File: src/rtl/trap_seq_pkg.sv
package trap_seq_pkg;

    localparam int VA_W  = 64;
    localparam int TT_W  = 9;
    localparam int PS_W  = 10;
    localparam int TB_W  = 49;

    // state word bit positions
    localparam int PS_AG   = 0;
    localparam int PS_IE   = 1;
    localparam int PS_PRIV = 2;
    localparam int PS_AM   = 3;
    localparam int PS_PEF  = 4;
    localparam int PS_RED  = 5;
    localparam int PS_TLE  = 8;
    localparam int PS_CLE  = 9;

    localparam logic [TT_W-1:0] TT_CLEAN_WIN = 9'h024;
    localparam logic [TT_W-1:0] TT_MISALIGN  = 9'h034;

    typedef enum logic [1:0] {
        WADJ_NONE,
        WADJ_CLEAN,
        WADJ_SPILL,
        WADJ_FILL
    } wadj_e;

    typedef struct packed {
        logic [VA_W-1:0] pc;
        logic [VA_W-1:0] npc;
        logic [7:0]      ccr;
        logic [7:0]      asi;
        logic [PS_W-1:0] pstate;
        logic [TT_W-1:0] tt;
    } tframe_t;

    function automatic wadj_e classify_tt(input logic [TT_W-1:0] tt);
        wadj_e k;
        k = WADJ_NONE;
        if (tt == TT_CLEAN_WIN)
            k = WADJ_CLEAN;
        else if (!tt[8] && tt[7:6] == 2'b10)
            k = WADJ_SPILL;
        else if (!tt[8] && tt[7:6] == 2'b11)
            k = WADJ_FILL;
        return k;
    endfunction

endpackage

File: src/rtl/trap_pstate_force.sv
module trap_pstate_force
    import trap_seq_pkg::*;
#(
    parameter bit HAS_FPU = 1'b1
) (
    input  logic [PS_W-1:0] ps_in,
    output logic [PS_W-1:0] ps_out
);

    always_comb begin
        ps_out          = ps_in;
        ps_out[PS_AG]   = 1'b1;
        ps_out[PS_IE]   = 1'b0;
        ps_out[PS_PRIV] = 1'b1;
        ps_out[PS_AM]   = 1'b0;
        ps_out[PS_PEF]  = HAS_FPU;
        ps_out[PS_RED]  = 1'b0;
        ps_out[PS_CLE]  = ps_in[PS_TLE];
    end

endmodule

File: src/rtl/trap_cwp_adjust.sv
module trap_cwp_adjust
    import trap_seq_pkg::*;
#(
    parameter int NWIN  = 8,
    parameter int CWP_W = 3
) (
    input  logic [TT_W-1:0]  tt,
    input  logic [CWP_W-1:0] cwp_in,
    input  logic [CWP_W-1:0] cansave,
    output logic [CWP_W-1:0] cwp_out
);

    localparam int SUM_W = CWP_W + 2;

    wadj_e                kind;
    logic [SUM_W-1:0]     spill_sum;
    logic [CWP_W-1:0]     clean_w;
    logic [CWP_W-1:0]     spill_w;
    logic [CWP_W-1:0]     fill_w;

    always_comb begin
        kind      = classify_tt(tt);
        spill_sum = {2'b00, cwp_in} + {2'b00, cansave} + SUM_W'(2);
        clean_w   = CWP_W'((32'(cwp_in) + 32'd1) % NWIN);
        spill_w   = CWP_W'(32'(spill_sum) % NWIN);
        fill_w    = CWP_W'((32'(cwp_in) + NWIN - 1) % NWIN);
        unique case (kind)
            WADJ_CLEAN: cwp_out = clean_w;
            WADJ_SPILL: cwp_out = spill_w;
            WADJ_FILL:  cwp_out = fill_w;
            default:    cwp_out = cwp_in;
        endcase
    end

endmodule

File: src/rtl/trap_vector_gen.sv
module trap_vector_gen
    import trap_seq_pkg::*;
(
    input  logic [TB_W-1:0] base,
    input  logic            tl_nz,
    input  logic [TT_W-1:0] tt,
    output logic [VA_W-1:0] vec_pc,
    output logic [VA_W-1:0] vec_npc
);

    always_comb begin
        vec_pc  = {base, tl_nz, tt, 5'b00000};
        vec_npc = {base, tl_nz, tt, 5'b00100};
    end

endmodule

File: src/rtl/trap_frame_stack.sv
module trap_frame_stack
    import trap_seq_pkg::*;
#(
    parameter int MAX_TL = 5,
    parameter int TL_W   = 3,
    parameter int CWP_W  = 3
) (
    input  logic             clk,
    input  logic             rst_n,
    input  logic             push_en,
    input  logic [TL_W-1:0]  push_idx,
    input  tframe_t          push_frame,
    input  logic [CWP_W-1:0] push_cwp,
    input  logic [TL_W-1:0]  rd_idx,
    output tframe_t          rd_frame,
    output logic [CWP_W-1:0] rd_cwp
);

    tframe_t          frm_q [1:MAX_TL];
    logic [CWP_W-1:0] cwp_q [1:MAX_TL];

    for (genvar g = 1; g <= MAX_TL; g++) begin : g_lvl
        tframe_t          frm_d;
        logic [CWP_W-1:0] cwp_d;
        logic             hit;

        always_comb begin
            hit   = push_en && (push_idx == TL_W'(g));
            frm_d = hit ? push_frame : frm_q[g];
            cwp_d = hit ? push_cwp   : cwp_q[g];
        end

        always_ff @(posedge clk or negedge rst_n) begin
            if (!rst_n) begin
                frm_q[g] <= '0;
                cwp_q[g] <= '0;
            end else begin
                frm_q[g] <= frm_d;
                cwp_q[g] <= cwp_d;
            end
        end
    end

    always_comb begin
        rd_frame = '0;
        rd_cwp   = '0;
        for (int i = 1; i <= MAX_TL; i++) begin
            if (rd_idx == TL_W'(i)) begin
                rd_frame = frm_q[i];
                rd_cwp   = cwp_q[i];
            end
        end
    end

endmodule

File: src/rtl/trap_entry_seq.sv
module trap_entry_seq
    import trap_seq_pkg::*;
#(
    parameter int MAX_TL  = 5,
    parameter int NWIN    = 8,
    parameter bit HAS_FPU = 1'b1,
    localparam int TL_W   = $clog2(MAX_TL + 1),
    localparam int CWP_W  = (NWIN > 1) ? $clog2(NWIN) : 1
) (
    input  logic             clk,
    input  logic             rst_n,
    input  logic             trap_req,
    input  logic [TT_W-1:0]  trap_tt,
    input  logic             trap_ret,
    input  logic [VA_W-1:0]  cur_pc,
    input  logic [VA_W-1:0]  cur_npc,
    input  logic [7:0]       cur_ccr,
    input  logic [7:0]       cur_asi,
    input  logic [PS_W-1:0]  cur_pstate,
    input  logic [CWP_W-1:0] cur_cwp,
    input  logic [CWP_W-1:0] cur_cansave,
    input  logic [TB_W-1:0]  trap_base,
    output logic [TL_W-1:0]  tl_o,
    output logic [TT_W-1:0]  tt_o,
    output logic             redir_vld,
    output logic             ret_vld,
    output logic             tl_err,
    output logic [VA_W-1:0]  nxt_pc,
    output logic [VA_W-1:0]  nxt_npc,
    output logic [PS_W-1:0]  nxt_pstate,
    output logic [CWP_W-1:0] nxt_cwp,
    output logic [7:0]       nxt_ccr,
    output logic [7:0]       nxt_asi
);

    localparam logic [TL_W-1:0] TL_TOP = TL_W'(MAX_TL);

    typedef struct packed {
        logic [TL_W-1:0]  tl;
        logic [VA_W-1:0]  pc;
        logic [VA_W-1:0]  npc;
        logic [PS_W-1:0]  pstate;
        logic [CWP_W-1:0] cwp;
        logic [7:0]       ccr;
        logic [7:0]       asi;
        logic             redir;
        logic             rtn;
        logic             err;
    } seq_st_t;

    seq_st_t s_d, s_q;

    logic             take_trap_d;
    logic             over_d;
    logic             take_ret_d;
    logic [TL_W-1:0]  push_idx_d;
    tframe_t          push_frame_d;
    tframe_t          rd_frame;
    logic [CWP_W-1:0] rd_cwp;
    logic [VA_W-1:0]  vec_pc;
    logic [VA_W-1:0]  vec_npc;
    logic [PS_W-1:0]  forced_ps;
    logic [CWP_W-1:0] adj_cwp;

    always_comb begin
        take_trap_d  = trap_req && (s_q.tl < TL_TOP);
        over_d       = trap_req && (s_q.tl == TL_TOP);
        take_ret_d   = trap_ret && !trap_req && (s_q.tl != '0);
        push_idx_d   = s_q.tl + TL_W'(1);
        push_frame_d = '{pc: cur_pc, npc: cur_npc, ccr: cur_ccr,
                         asi: cur_asi, pstate: cur_pstate, tt: trap_tt};
    end

    trap_pstate_force #(.HAS_FPU(HAS_FPU)) u_ps (
        .ps_in  (cur_pstate),
        .ps_out (forced_ps)
    );

    trap_cwp_adjust #(.NWIN(NWIN), .CWP_W(CWP_W)) u_cwp (
        .tt      (trap_tt),
        .cwp_in  (cur_cwp),
        .cansave (cur_cansave),
        .cwp_out (adj_cwp)
    );

    trap_vector_gen u_vec (
        .base    (trap_base),
        .tl_nz   (s_q.tl != '0),
        .tt      (trap_tt),
        .vec_pc  (vec_pc),
        .vec_npc (vec_npc)
    );

    trap_frame_stack #(.MAX_TL(MAX_TL), .TL_W(TL_W), .CWP_W(CWP_W)) u_stk (
        .clk        (clk),
        .rst_n      (rst_n),
        .push_en    (take_trap_d),
        .push_idx   (push_idx_d),
        .push_frame (push_frame_d),
        .push_cwp   (cur_cwp),
        .rd_idx     (s_q.tl),
        .rd_frame   (rd_frame),
        .rd_cwp     (rd_cwp)
    );

    always_comb begin
        s_d       = s_q;
        s_d.redir = 1'b0;
        s_d.rtn   = 1'b0;
        s_d.err   = 1'b0;
        if (take_trap_d) begin
            s_d.tl     = push_idx_d;
            s_d.pc     = vec_pc;
            s_d.npc    = vec_npc;
            s_d.pstate = forced_ps;
            s_d.cwp    = adj_cwp;
            s_d.ccr    = cur_ccr;
            s_d.asi    = cur_asi;
            s_d.redir  = 1'b1;
        end else if (over_d) begin
            s_d.err = 1'b1;
        end else if (take_ret_d) begin
            s_d.tl     = s_q.tl - TL_W'(1);
            s_d.pc     = rd_frame.pc;
            s_d.npc    = rd_frame.npc;
            s_d.pstate = rd_frame.pstate;
            s_d.cwp    = rd_cwp;
            s_d.ccr    = rd_frame.ccr;
            s_d.asi    = rd_frame.asi;
            s_d.rtn    = 1'b1;
        end
    end

    always_ff @(posedge clk or negedge rst_n) begin
        if (!rst_n) s_q <= '0;
        else        s_q <= s_d;
    end

    always_comb begin
        tl_o       = s_q.tl;
        tt_o       = rd_frame.tt;
        redir_vld  = s_q.redir;
        ret_vld    = s_q.rtn;
        tl_err     = s_q.err;
        nxt_pc     = s_q.pc;
        nxt_npc    = s_q.npc;
        nxt_pstate = s_q.pstate;
        nxt_cwp    = s_q.cwp;
        nxt_ccr    = s_q.ccr;
        nxt_asi    = s_q.asi;
    end

endmodule

File: config.mk
export PLATFORM = sky130hd
export DESIGN_NAME = trap_entry_seq
export DESIGN_NICKNAME = d
export VERILOG_FILES = /design/src/rtl/trap_seq_pkg.sv /design/src/rtl/trap_pstate_force.sv /design/src/rtl/trap_cwp_adjust.sv /design/src/rtl/trap_vector_gen.sv /design/src/rtl/trap_frame_stack.sv /design/src/rtl/trap_entry_seq.sv
export SDC_FILE = /design/constraint.sdc
export NUM_CORES = 1
export LEC_CHECK = 0
export BUFFER_PORTS_ARGS = -buffer_cell sky130_fd_sc_hd__buf_2
export CAP_MARGIN = 25
export CORE_UTILIZATION = 30
export CTS_CLUSTER_DIAMETER = 200
export DETAILED_ROUTE_END_ITERATION = 16
export MAX_ROUTING_LAYER = met4
export PLACE_DENSITY = 0.55
export SLEW_MARGIN = 20
export SYNTH_ARGS = -nofsm -noshare
export SYNTH_HDL_FRONTEND = slang
export SYNTH_SLANG_ARGS = --single-unit
File: constraint.sdc
create_clock -name clk -period 2.8 [get_ports clk]
set_input_delay 0.14 -clock clk [delete_from_list [all_inputs] [get_ports clk]]
set_output_delay 0.14 -clock clk [all_outputs]
set_load 0.05 [all_outputs]
Word level (Yosys, flattened, before mapping)
Cells that the tools add are included.
{ "word_totals": {"out_inout_bits": 172, "in_bits": 222, "register_bits": 993, "word_cells": 108} }
{ "classes": {"n_eq_ne": 17, "n_addsub": 7, "reduce_logical": 16, "order_cmp": 1, "mux": 22} }
{ "ops": {"columns": ["operator", "count"], "rows": [
  ["163-bit two-way mux", 5],
  ["160-bit two-way mux", 3],
  ["3-bit two-way mux", 5],
  ["3-bit by 2-bit equality test with 1-bit output (second input constant)", 4],
  ["3-bit equality test (second input constant)", 4],
  ["1-bit logical AND", 11],
  ["3-bit by 1-bit adder with 3-bit output (second input constant)", 3],
  ["9-bit by 6-bit equality test with 1-bit output (second input constant)", 1],
  ["3-bit one-hot mux with 3 select lines", 1],
  ["2-bit equality test (second input constant)", 4],
  ["2-bit two-way mux", 4],
  ["3-bit by 1-bit equality test with 1-bit output (second input constant)", 2],
  ["3-bit by 1-bit subtractor with 3-bit output (second input constant)", 2],
  ["1-bit two-way mux", 4],
  ["3-bit by 2-bit adder with 3-bit output (second input constant)", 1],
  ["3-bit adder", 1],
  ["3-bit less-than comparator (second input constant)", 1],
  ["3-bit nonzero test", 1],
  ["2-bit by 1-bit equality test with 1-bit output (second input constant)", 1],
  ["1-bit zero test", 2],
  ["2-bit by 1-bit != test with 1-bit output (second input constant)", 1],
  ["2-bit AND reduction", 1],
  ["2-bit nonzero test", 1]
]} }

Longest topological paths before layout
Gate-level depths: netlist of the first run.
{ "logic_depth": {"word_depth": 9, "depth_mapped": 14} }

Modules after synthesis
A second synthesis of the first run with hierarchy kept.
{ "hier_totals": {"cells_unflattened": 3100, "hier_area_um2": 44579.0} }
{ "modules_own_cells": {"columns": ["mod", "seq_area_each_um2", "instances", "area_each_um2", "cells_each"], "rows": [
  ["trap_frame_stack", 20769.9, 1, 36003.3, 2352],
  ["trap_entry_seq", 4078.9, 1, 7259.5, 573],
  ["trap_vector_gen", 0.0, 1, 968.4, 130],
  ["trap_cwp_adjust", 0.0, 1, 265.3, 33],
  ["trap_pstate_force", 0.0, 1, 82.6, 12]
]} }

Worst setup path after synthesis of the first run
No wires, ideal clock.
{ "synth_path": {"kind": "register to output", "startpoint": "register s_q, in the netlist tl_o[2]", "endpoint": "output tt_o[0]", "setup_slack_ns": -0.352, "stages_incl_launch_ff": 12, "required_time_ns": 2.660, "arrival_ns": 3.012, "path_buffers": 5, "cell_sequence": "dfrtp_1 buf_2 inv_2 buf_2 buf_1 ha_1 buf_2 clkbuf_1 a221oi_1 nor3_1 a21oi_1 a21oi_1"} }
{ "synth_via": {"elab_chain_cells": 6, "word_cells_on_any_way": 10} }
{ "synth_lines": {"columns": ["element", "line_no", "text"], "rows": [
  ["start: declaration", "trap_entry_seq.sv:51", "seq_st_t s_d, s_q;"],
  ["start signal: assignment", "trap_entry_seq.sv:135", "if (!rst_n) s_q <= '0;"],
  ["start signal: assignment", "trap_entry_seq.sv:136", "else s_q <= s_d;"],
  ["3-bit by 1-bit equality test with 1-bit output", "trap_frame_stack.sv:48", "if (rd_idx == TL_W'(i)) begin"],
  ["163-bit two-way mux (4 in a row)", "trap_frame_stack.sv:48", null],
  ["163-bit two-way mux *", "trap_frame_stack.sv:48", null],
  ["end: declaration", "trap_entry_seq.sv:24", "output logic [TT_W-1:0] tt_o,"]
]} }
Mark *: on every way between the ends. The rest lies on a longest branch, timed or not.

Worst setup path in the final report of the first run
{ "layout_path": {"startpoint": "register s_q, in the netlist tl_o[0]", "endpoint": "output tt_o[6]"} }
Same word-level chain as after synthesis.

==> results of run 1 <==
-- state kept, by name, indices dropped and copies added (netlist names) --
name,count
ret_vld,1
nxt_cwp,3
tl_err,1
redir_vld,1
nxt_ccr,8
nxt_pstate,10
tl_o,3
nxt_asi,8
nxt_pc,64
u_stk.frm_q,815
nxt_npc,64
u_stk.cwp_q,15
-- final cells by class --
type	instances	share of cell area, %
diodes	20	0.08790
clock buffers	180	6.008
clock inverters	24	0.4307
inverters	146	0.9844
multi-input cells	2460	33.59
flip-flops and latches	993	43.65
well taps	2016	4.430
repair buffers	753	10.82
-- synth_stat cells, types with 13 or more instances --
| library cell | number |
|---|---|
| o21ai_0 | 171 |
| a221o_1 | 124 |
| mux2_2 | 796 |
| o22ai_1 | 23 |
| mux2_1 | 25 |
| clkbuf_1 | 164 |
| ha_1 | 14 |
| nor2_1 | 57 |
| nand3b_1 | 13 |
| inv_1 | 143 |
| o211ai_1 | 19 |
| nand2_1 | 494 |
| a21oi_1 | 354 |
| nor2b_1 | 14 |
| a2bb2oi_1 | 136 |
| dfrtp_1 | 993 |
| buf_2 | 129 |
| o221ai_1 | 121 |
| a22oi_1 | 19 |
| nor3_1 | 22 |
| buf_1 | 29 |
-- kinds of logic after synthesis --
| kind of cell | count (synthesis) | share of synthesized area (%) |
|---|---|---|
| adder cells (fa/ha/maj) | 14 | 0.3833 |
| AO/OA/AOI/OAI | 1005 | 15.06 |
| XOR/XNOR | 4 | 0.07668 |
| multiplexers | 823 | 20.27 |
| flip-flops | 993 | 54.38 |
| buffers and inverters | 480 | 4.394 |
| AND/OR/NAND/NOR | 614 | 5.438 |
-- per-layer routing --
metal	track usage [%]	up-vias	part of all wire [%]
met5	-	-	0
met4	6.598	0	2.9
met3	3.304	235	5.5
met2	32.06	1055	46
met1	27.95	18111	45
li1	-	15399	-
-- worst max-delay path by stage --
stage | from | slack [ps] | end
6_report | tl_o[0] | 70 | tt_o[6]
5_1_grt | tl_o[1] | -60 | tt_o[6]
4_1_cts | tl_o[0] | -7 | tt_o[6]
3_5_place_dp | tl_o[1] | 200 | tt_o[8]
3_3_place_gp | tl_o[1] | 110 | tt_o[4]
2_1_floorplan | tl_o[2] | 10 | nxt_npc[39]
-- stage by stage --
| step | utilization (%) | cells |
|---|---|---|
| floorplan | - | 3933 |
| global placement | 33.66 | 6137 |
| detailed placement | 33.66 | 6137 |
| CTS | 37.76 | 6572 |
| global route | 37.83 | 6589 |
| finish | 37.84 | 6592 |
-- timing repair --
action	in CTS	in global routing
hold buffers	220	0
setup endpoints to repair	9	9
hold endpoints to repair	1875	0
buffers inserted	8	0
cloned	3	0
pin swaps	2	1
gates resized for setup	37	13
-- power by group --
group | switching [mW] | internal (mW) | total (mW)
registers | 4.12 | 21.2 | 25.3
clock network | 6.14 | 8.51 | 14.6
logic | 16.7 | 11.3 | 28.0
total | 26.9 | 41.0 | 67.9
-- critical path, delay by kind of cell, from the launching register on --
kind / cells / cell delay, ps
flip-flops: 1 / 440
AND/OR/NAND/NOR: 2 / 240
adder cells (fa/ha/maj): 1 / 180
AO/OA/AOI/OAI: 3 / 530
buffers and inverters: 3 / 460
==> impl_results.md, run 1 <==
- Number of port buffers: just under 400
- Worst Hold Class: in -> reg
- Syn Inst Count: between 3000 and 4000
- WHS Endpoint: nxt_pc[51]
- Max Clk Rate: about 370 MHz
- Final Hold Viols: 0
- Finished Cell Area: 56940 um2
- Tot Pwr: ~68 mW
- Post-synth cell types: 45
- Sequential cell area: 24850 um2
- CTS Buf Count: 112
- Avg Inst Size Synth: ~12 um2
- Tmin final: 2733 ps
- Clock Latency Late Sink: about 730 ps
- Crit path launch type: register
- Slowest cell on crit path: dfrtp_2
- Reg2reg setup slack: 270 ps
- Worst Reg2Reg Path Length in Cells: 10
- Most used cell, CP: buf_6
- Proportion of layout cells with a drive suffix above 1: 34.11%
- First drt pass iteration count: 6
- Clk buf depth: 3
- Sink Count: 993
- Cell Chain, Critical Path: buf_6 > ha_4 > nor3b_4 > buf_12 > a221oi_1 > nor3_1 > a21oi_1 > a21oi_2 > buf_6
- Net Count, Synth: about 4200
- Worst Skew: approximately 28 ps
- Area leader, netlist: dfrtp_1
- Critical path data arrival time: roughly 2600 ps
- Hold Path Stages: 3
- Yosys top cell area share: 54.38%
- Initial Util: 30.37%
- Area of the multi-input gates: between 15000 and 20000 um2
- DR WL/cell: ~24 um
- Final Setup Violations: 0
- Most frequent cells in the layout: 990 x dfrtp_1, 796 x mux2_2, 490 x nand2_1
- DP Wirelength: about 94000 um
- Num rows: 142
- Ys async rst share: between 90% and 100%
- Final #Nets: 4702
- Status: finished clean
- Crit-path max cell delay: approximately 440 ps
- R2r startpoint: tl_o[1]
- Vias in the first global route: 35001
- Hold slack: ~130 ps
- Root Driver: clkbuf_16
- WL final: 157500 um
- Die Area: 153900 um2
- Peak VDD IR: roughly 1.0 mV
- Slew Limit Fails: 0
- DRC Markers: 0
- Final worst setup slack: approximately 67 ps
- Number of synthesized flops with an enable pin: 0
- Pre-CTS WS: around 200 ps
- Antenna viol nets, final: 0
- Starting DRT DRC Count: 2255
- Worst R2R End: nxt_npc[19]
- Commonest non-fill, non-tap cell in the layout: dfrtp_1
- Crit Path Max Fanout: 9
- CTS clk-pin slew, worst paths: roughly 60 ps
- # IOs: between 300 and 400
- Sequential area share after synthesis: around 54%
- Final worst-path cycle share: a little over nine tenths
- Core area: ~150000 um2
- GPL Wtd Cong: between 0.8 and 0.9
- Synth area leaders: dfrtp_1 54%, mux2_2 20%, nand2_1 4.1%
- Critical path type: reg -> out
- Initial antenna violation count: 23
- Synth Cell Area: 45700 um2
- RSZ-0062 raised after global routing: true
- Power per Cell Area: between 1000 and 1500 nW/um2
- TNS Setup: 0 ps
- Relative max-transition margin: between 20% and 30%
- CTS H-Tree Depth: 3
- Vias: 34800
- Die X: 392.3 um
- Max-Cap Viols: 0
- Layout fillers: around 15000
- Synth warn: 0
- GRT Total Usage: 20.81%
- Placed cell areas: a little over 50000 um2
- Area delta synth->final: 24.60%
- WP data required: about 2700 ps
- Hold_sp: trap_base[36]
- TritonCTS clock tree: built
- GR Overflow Total: 0
- Slew @ Worst Pin: approximately 1200 ps
- First-pass GRT wire length: 233900 um
- #FFs+latches synth: just under 1000
- Die height: 392.3 um
- Top_reg_cell synth: dfrtp_1
- CP endpoint kind: output port
- Largest net degree at the start of global routing: 151
- Leak: 25.79 nW
- Via density: 5.279
No activity file was read; power rests on OpenSTA's default activity.
==> inputs of run 2 (changes only) <==
--- a/config.mk
+++ b/config.mk
@@ -15,4 +15,5 @@
 export SLEW_MARGIN = 20
 export SYNTH_ARGS = -nofsm -noshare
 export SYNTH_HDL_FRONTEND = slang
+export SYNTH_HIERARCHICAL = 1
 export SYNTH_SLANG_ARGS = --single-unit
==> impl_results.md, run 2 <==
- Slowest cell on crit path: dfrtp_4
- GR Overflow Total: 0
- Final worst-path cycle share: between 90% and 100%
- Avg Inst Size Synth: between 10 and 15 um2
- WP data required: ~2700 ps
- Synth warn: 6
- Crit-path max cell delay: just over 500 ps
- #FFs+latches synth: roughly 1000
- Critical path buffers and inverters: 4
- Area delta synth->final: 22.55%
- GRT Total Usage: between 10% and 20%
- Max reg flops: 815
- Syn Inst Count: 3100
- Slew Limit Fails: 0
- CTS clk-pin slew, worst paths: approximately 70 ps
- Slew @ Worst Pin: between 800 and 900 ps
- CP endpoint kind: output port
- Final #Nets: 3823
- Starting DRT DRC Count: around 1800
- Sequential area share after synthesis: approximately 56%
- Leak: 24.56 nW
- Finished Cell Area: 54630 um2
- Die X: just under 400 um
- Cell Chain, Critical Path: buf_12 > nor3b_4 > buf_4 > buf_12 > o2bb2ai_1 > a221o_1 > buf_6
- Tot Pwr: around 67 mW
- Core area: 147700 um2
- Placed cell areas: around 48000 um2
- Max Clk Rate: 365.2 MHz
- Most frequent cells in the layout: 991 x dfrtp_1, 780 x mux2_2, 382 x buf_2
- Tmin final: between 2000 and 3000 ps
- Worst Skew: approximately 29 ps
- Vias: ~29000
- Via density: approximately 5.1
- Peak VDD IR: around 0.65 mV
- Final Setup Violations: 0
- Number of port buffers: around 390
- Area leader, netlist: dfrtp_1
- RSZ-0062 raised after global routing: false
- Worst Hold Class: in -> async
- Most numerous cell in the Yosys netlist: dfrtp_1
- Critical path data arrival time: ~2600 ps
- Critical path type: reg -> out
- Failing checks: negative hold slack
- Final Hold Viols: 1
- TritonCTS clock tree: built
- Most used cell, CP: buf_12
- Post-synth cell types: 52
- Max-Cap Viols: 0
- Synth cell count leaders: 993 x dfrtp_1, 780 x mux2_2, 281 x a221o_1, 172 x buf_4, 168 x mux2i_1
- Power per Cell Area: approximately 1200 nW/um2
- GPL Wtd Cong: 0.8133
- CTS H-Tree Depth: 3
- CP top delay family: buffers and inverters
- Clock Latency Late Sink: roughly 730 ps
- Die Area: 150100 um2
- Synth area leaders: dfrtp_1 56%, mux2_2 20%, a221o_1 6.3%
- Largest net degree at the start of global routing: about 110
- Root Driver: clkbuf_16
- Die height: between 300 and 400 um
- Crit path launch type: register
- Hold slack: -1.646 ps
- Num rows: around 140
- Largest reg by FF count: u_stk/frm_q
- Commonest non-fill, non-tap cell in the layout: dfrtp_1
- Number of synthesized flops with an enable pin: 0
- First-pass GRT wire length: 210600 um
- Clk buf depth: 3
- TNS Setup: 0 ps
- Status: complete, but fails checks
- Synth Cell Area: between 40000 and 50000 um2
- Top_reg_cell synth: dfrtp_1
- Vias in the first global route: around 30000
- CTS Buf Count: between 100 and 150
- Reg2reg setup slack: ~110 ps
- Initial antenna violation count: 34
- Proportion of layout cells with a drive suffix above 1: a little over two fifths
- Crit Path Max Fanout: 11
- WL final: 141400 um
- Antenna viol nets, final: 0
- Initial Util: slightly above 30%
- # IOs: around 400
- DP Wirelength: slightly below 90000 um
- Yosys top cell area share: 55.74%
- Sink Count: 993
- Ys async rst share: between 90% and 100%
- DRC Markers: 0
- First drt pass iteration count: 5
- Relative max-transition margin: between 40% and 50%
- DR WL/cell: between 20 and 30 um
==> run 2: cell families (layout without fill, tap and decap cells) <==
family / count (synthesis) / after routing / share of synthesized area (%)
other: 4 / 45 / 0.03367
buffers and inverters: 399 / 959 / 5.428
AOI/OAI and AO/OA: 508 / 508 / 11.00
adders and majority gates: 9 / 9 / 0.2526
muxes: 998 / 998 / 24.74
xor gates and xnor gates: 2 / 2 / 0.07017
DFF: 993 / 993 / 55.74
and+or+nand+nor: 187 / 187 / 2.739
==> run 2: final cells by class <==
| type | count | area (um2) |
|---|---|---|
| timing repair buffer | 758 | 6372 |
| clock inverter | 21 | 255.2 |
| inverter | 10 | 40.04 |
| sequential | 993 | 24850 |
| fill | 14120 | 93030 |
| clock buffer | 170 | 3181 |
| multi-input combinational | 1720 | 17440 |
| antenna | 29 | 72.57 |
| tap | 1930 | 2415 |
==> run 2: worst paths after layout <==
check,start,to,cells past startpoint
setup / recovery,tl_o[0],tt_o[8],7
hold / removal,rst_n,u_stk/frm_q[663],2
setup reg to reg,tl_o[0],u_stk/frm_q[552],8
hold reg to reg,u_stk/frm_q[601],u_stk/frm_q[601],1
max in group asynchronous,rst_n,u_stk/frm_q[63],3
min in group clk,cur_npc[27],u_stk/frm_q[62],3
==> run 2: worst reg2reg max path, stage by stage (launching register included) <==
cell      delay [ps]
dfrtp_4          510
buf_4            160
o21a_2           200
nor2_1           330
nor4bb_4         380
buf_4            190
buf_4            180
buf_12           210
mux2_2           390
==> run 2: repair_timing <==
item                                    in CTS  in global routing
endpoints found under the hold margin     1337                  0
endpoints found under the setup margin       9                262
buffers inserted                            17                  2
resized for setup                           23                  6
gates cloned                                 8                  1
pin swaps                                    2                  2
hold buffers                               218                  0
==> run 2: through the flow <==
stage	hold WS [ps]	util (%)	std cells	worst slack (ps)
global route	39.90	36.98	5619	4.100
detailed placement	193.2	32.76	5165	142.9
floorplan	-155.6	-	3112	200.0
CTS	8.344	36.91	5599	0.8156
finish	-1.646	37.00	5631	61.82
global placement	195.5	32.76	5165	87.49
==> run 2: power by group <==
part / switching, mW / internal, mW / total [mW]
sequential: 3.63 / 21.3 / 24.9
combinational: 15.6 / 12.9 / 28.4
clock: 5.89 / 8.19 / 14.1
==> run 2: routing by layer <==
layer	vias up	share of wire, %	GRT usage, %
li1	12675	-	-
met1	15370	46	26.02
met2	696	45	28.94
met3	218	5.5	3.457
met4	0	3.3	6.551
met5	-	0	-
==> inputs of run 3 (changes only) <==
--- a/config.mk
+++ b/config.mk
@@ -7,11 +7,11 @@
 export LEC_CHECK = 0
 export BUFFER_PORTS_ARGS = -buffer_cell sky130_fd_sc_hd__buf_2
 export CAP_MARGIN = 25
-export CORE_UTILIZATION = 30
+export CORE_UTILIZATION = 35
 export CTS_CLUSTER_DIAMETER = 200
 export DETAILED_ROUTE_END_ITERATION = 16
 export MAX_ROUTING_LAYER = met4
-export PLACE_DENSITY = 0.55
+export PLACE_DENSITY = 0.61
 export SLEW_MARGIN = 20
 export SYNTH_ARGS = -nofsm -noshare
 export SYNTH_HDL_FRONTEND = slang
==> impl_results.md, run 3 (same netlist as run 2, synthesis figures left out) <==
- Critical path data arrival time: roughly 2600 ps
- GPL Wtd Cong: between 0.8 and 0.9
- Most frequent cells in the layout: 992 x dfrtp_1, 780 x mux2_2, 386 x buf_2
- GR Overflow Total: 0
- Slew @ Worst Pin: approximately 900 ps
- Via density: 5.450
- Finished Cell Area: about 54000 um2
- CTS H-Tree Depth: 3
- Root Driver: clkbuf_16
- CTS Buf Count: 108
- Slew Limit Fails: 0
- Commonest non-fill, non-tap cell in the layout: dfrtp_1
- Crit Path Max Fanout: 21
- Tmin final: about 2700 ps
- Largest reg by FF count: u_stk/frm_q
- Final Hold Viols: 0
- Layout fillers: approximately 12000
- Proportion of layout cells with a drive suffix above 1: 41.82%
- Final Setup Violations: 0
- Antenna viol nets, final: 0
- Initial Util: 35.36%
- Core area: around 130000 um2
- Vias in the first global route: approximately 30000
- # IOs: about 390
- TNS Setup: 0 ps
- Leak: roughly 24 nW
- Slowest cell on crit path: dfrtp_4
- Clk buf depth: 3
- First drt pass iteration count: 5
- CP endpoint kind: output port
- Crit-path max cell delay: 610 ps
- R2r startpoint: tl_o[0]
- WL final: 134900 um
- DR WL/cell: 25.36 um
- Cell Chain, Critical Path: nor3b_4 > buf_12 > buf_16 > a221o_1 > buf_4
- First-pass GRT wire length: between 200000 and 250000 um
- RSZ-0062 raised after global routing: false
- Hold_sp: cur_pc[1]
- Die Area: approximately 130000 um2
- Worst Hold Class: in -> reg
- Placed cell areas: ~48000 um2
- Final worst-path cycle share: between 90% and 100%
- Vias: slightly below 30000
- Die X: between 300 and 400 um
- WP data required: between 2000 and 3000 ps
- Max-Cap Viols: 0
- Critical path type: reg -> out
- Max Clk Rate: roughly 370 MHz
- Power per Cell Area: ~1200 nW/um2
- Max reg flops: 815
- Peak VDD IR: about 0.74 mV
- DRC Markers: 0
- Status: finished clean
- Setup crit start: tl_o[0]
- Initial antenna violation count: 33
- CTS clk-pin slew, worst paths: around 60 ps
- Final #Nets: 3785
- Largest net degree at the start of global routing: between 100 and 150
- TritonCTS clock tree: built
- Num rows: 130
- Number of port buffers: 393
- Relative max-transition margin: 38.28%
- Area delta synth->final: 20.85%
- Die height: between 300 and 400 um
- Sink Count: a little under 1000
- Crit path launch type: register
- GRT Total Usage: between 20 and 25%
- DP Wirelength: about 83000 um
- Starting DRT DRC Count: 2292
- Worst Skew: between 20 and 25 ps
- Clock Latency Late Sink: slightly above 700 ps
==> run 3: path summary, 6_finish.rpt <==
| kind | to | slack (ps) | depth (start not counted) |
|---|---|---|---|
| max | tt_o[8] | 100 | 5 |
| min | u_stk/frm_q[263] | 250 | 3 |
| max reg2reg | u_stk/frm_q[640] | 130 | 6 |
| min reg2reg | u_stk/frm_q[516] | 480 | 1 |
| max in group asynchronous | u_stk/frm_q[732] | 1210 | 4 |
| min in group asynchronous | u_stk/frm_q[27] | 530 | 3 |
==> run 3: repair_timing <==
action,4_1_cts,5_1_grt
setup buffers,5,0
endpoints found under the setup margin,9,1
pin swaps,2,0
resized for setup,8,1
hold buffers,220,0
cloned,5,1
endpoints found under the hold margin,1444,0
==> run 3: final cells by class <==
type	instances	area (um2)	area share, %
Multi-Input combinational cell	1720	17420	32.34
Clock inverter	38	421.7	0.7826
Clock buffer	160	3229	5.994
Inverter	10	40.04	0.07432
Antenna cell	27	67.56	0.1254
Timing Repair Buffer	721	5776	10.72
Tap cell	1650	2064	3.832
Sequential cell	993	24850	46.13
==> run 3: metrics by stage <==
step / utilization, % / hold slack, ps / cells / setup WS, ps / power, mW
finish: 42.74 / 245.8 / 5319 / 102.4 / 66.82
global route: 42.72 / 222.5 / 5311 / 2.583 / 70.15
CTS: 42.66 / 169.7 / 5291 / 10.18 / 67.14
detailed placement: 37.83 / 139.6 / 4864 / 294.7 / 51.57
global placement: 37.83 / 136.8 / 4864 / 302.8 / 50.97
floorplan: - / -155.6 / 3112 / 200.0 / 43.56
==> run 3: worst max-delay path, delay by kind of cell (launching register included) <==
kind / cells / cell delay (ps)
flip-flops: 1 / 610
AND/OR/NAND/NOR: 1 / 300
AO/OA/AOI/OAI: 1 / 250
buffers and inverters: 3 / 630
==> run 3: metal layers <==
metal	routed length, um	vias to the layer above	GRT usage (%)
li1	-	12649	-
met1	63490	15387	29.93
met2	60160	786	31.67
met3	7637	164	3.942
met4	3593	0	6.598
met5	0	-	-
==> run 3: power breakdown <==
group | total [mW] | switching (mW) | internal (mW)
logic | 27.3 | 15.2 | 12.2
registers | 24.9 | 3.60 | 21.3
clock network | 14.6 | 5.99 | 8.61
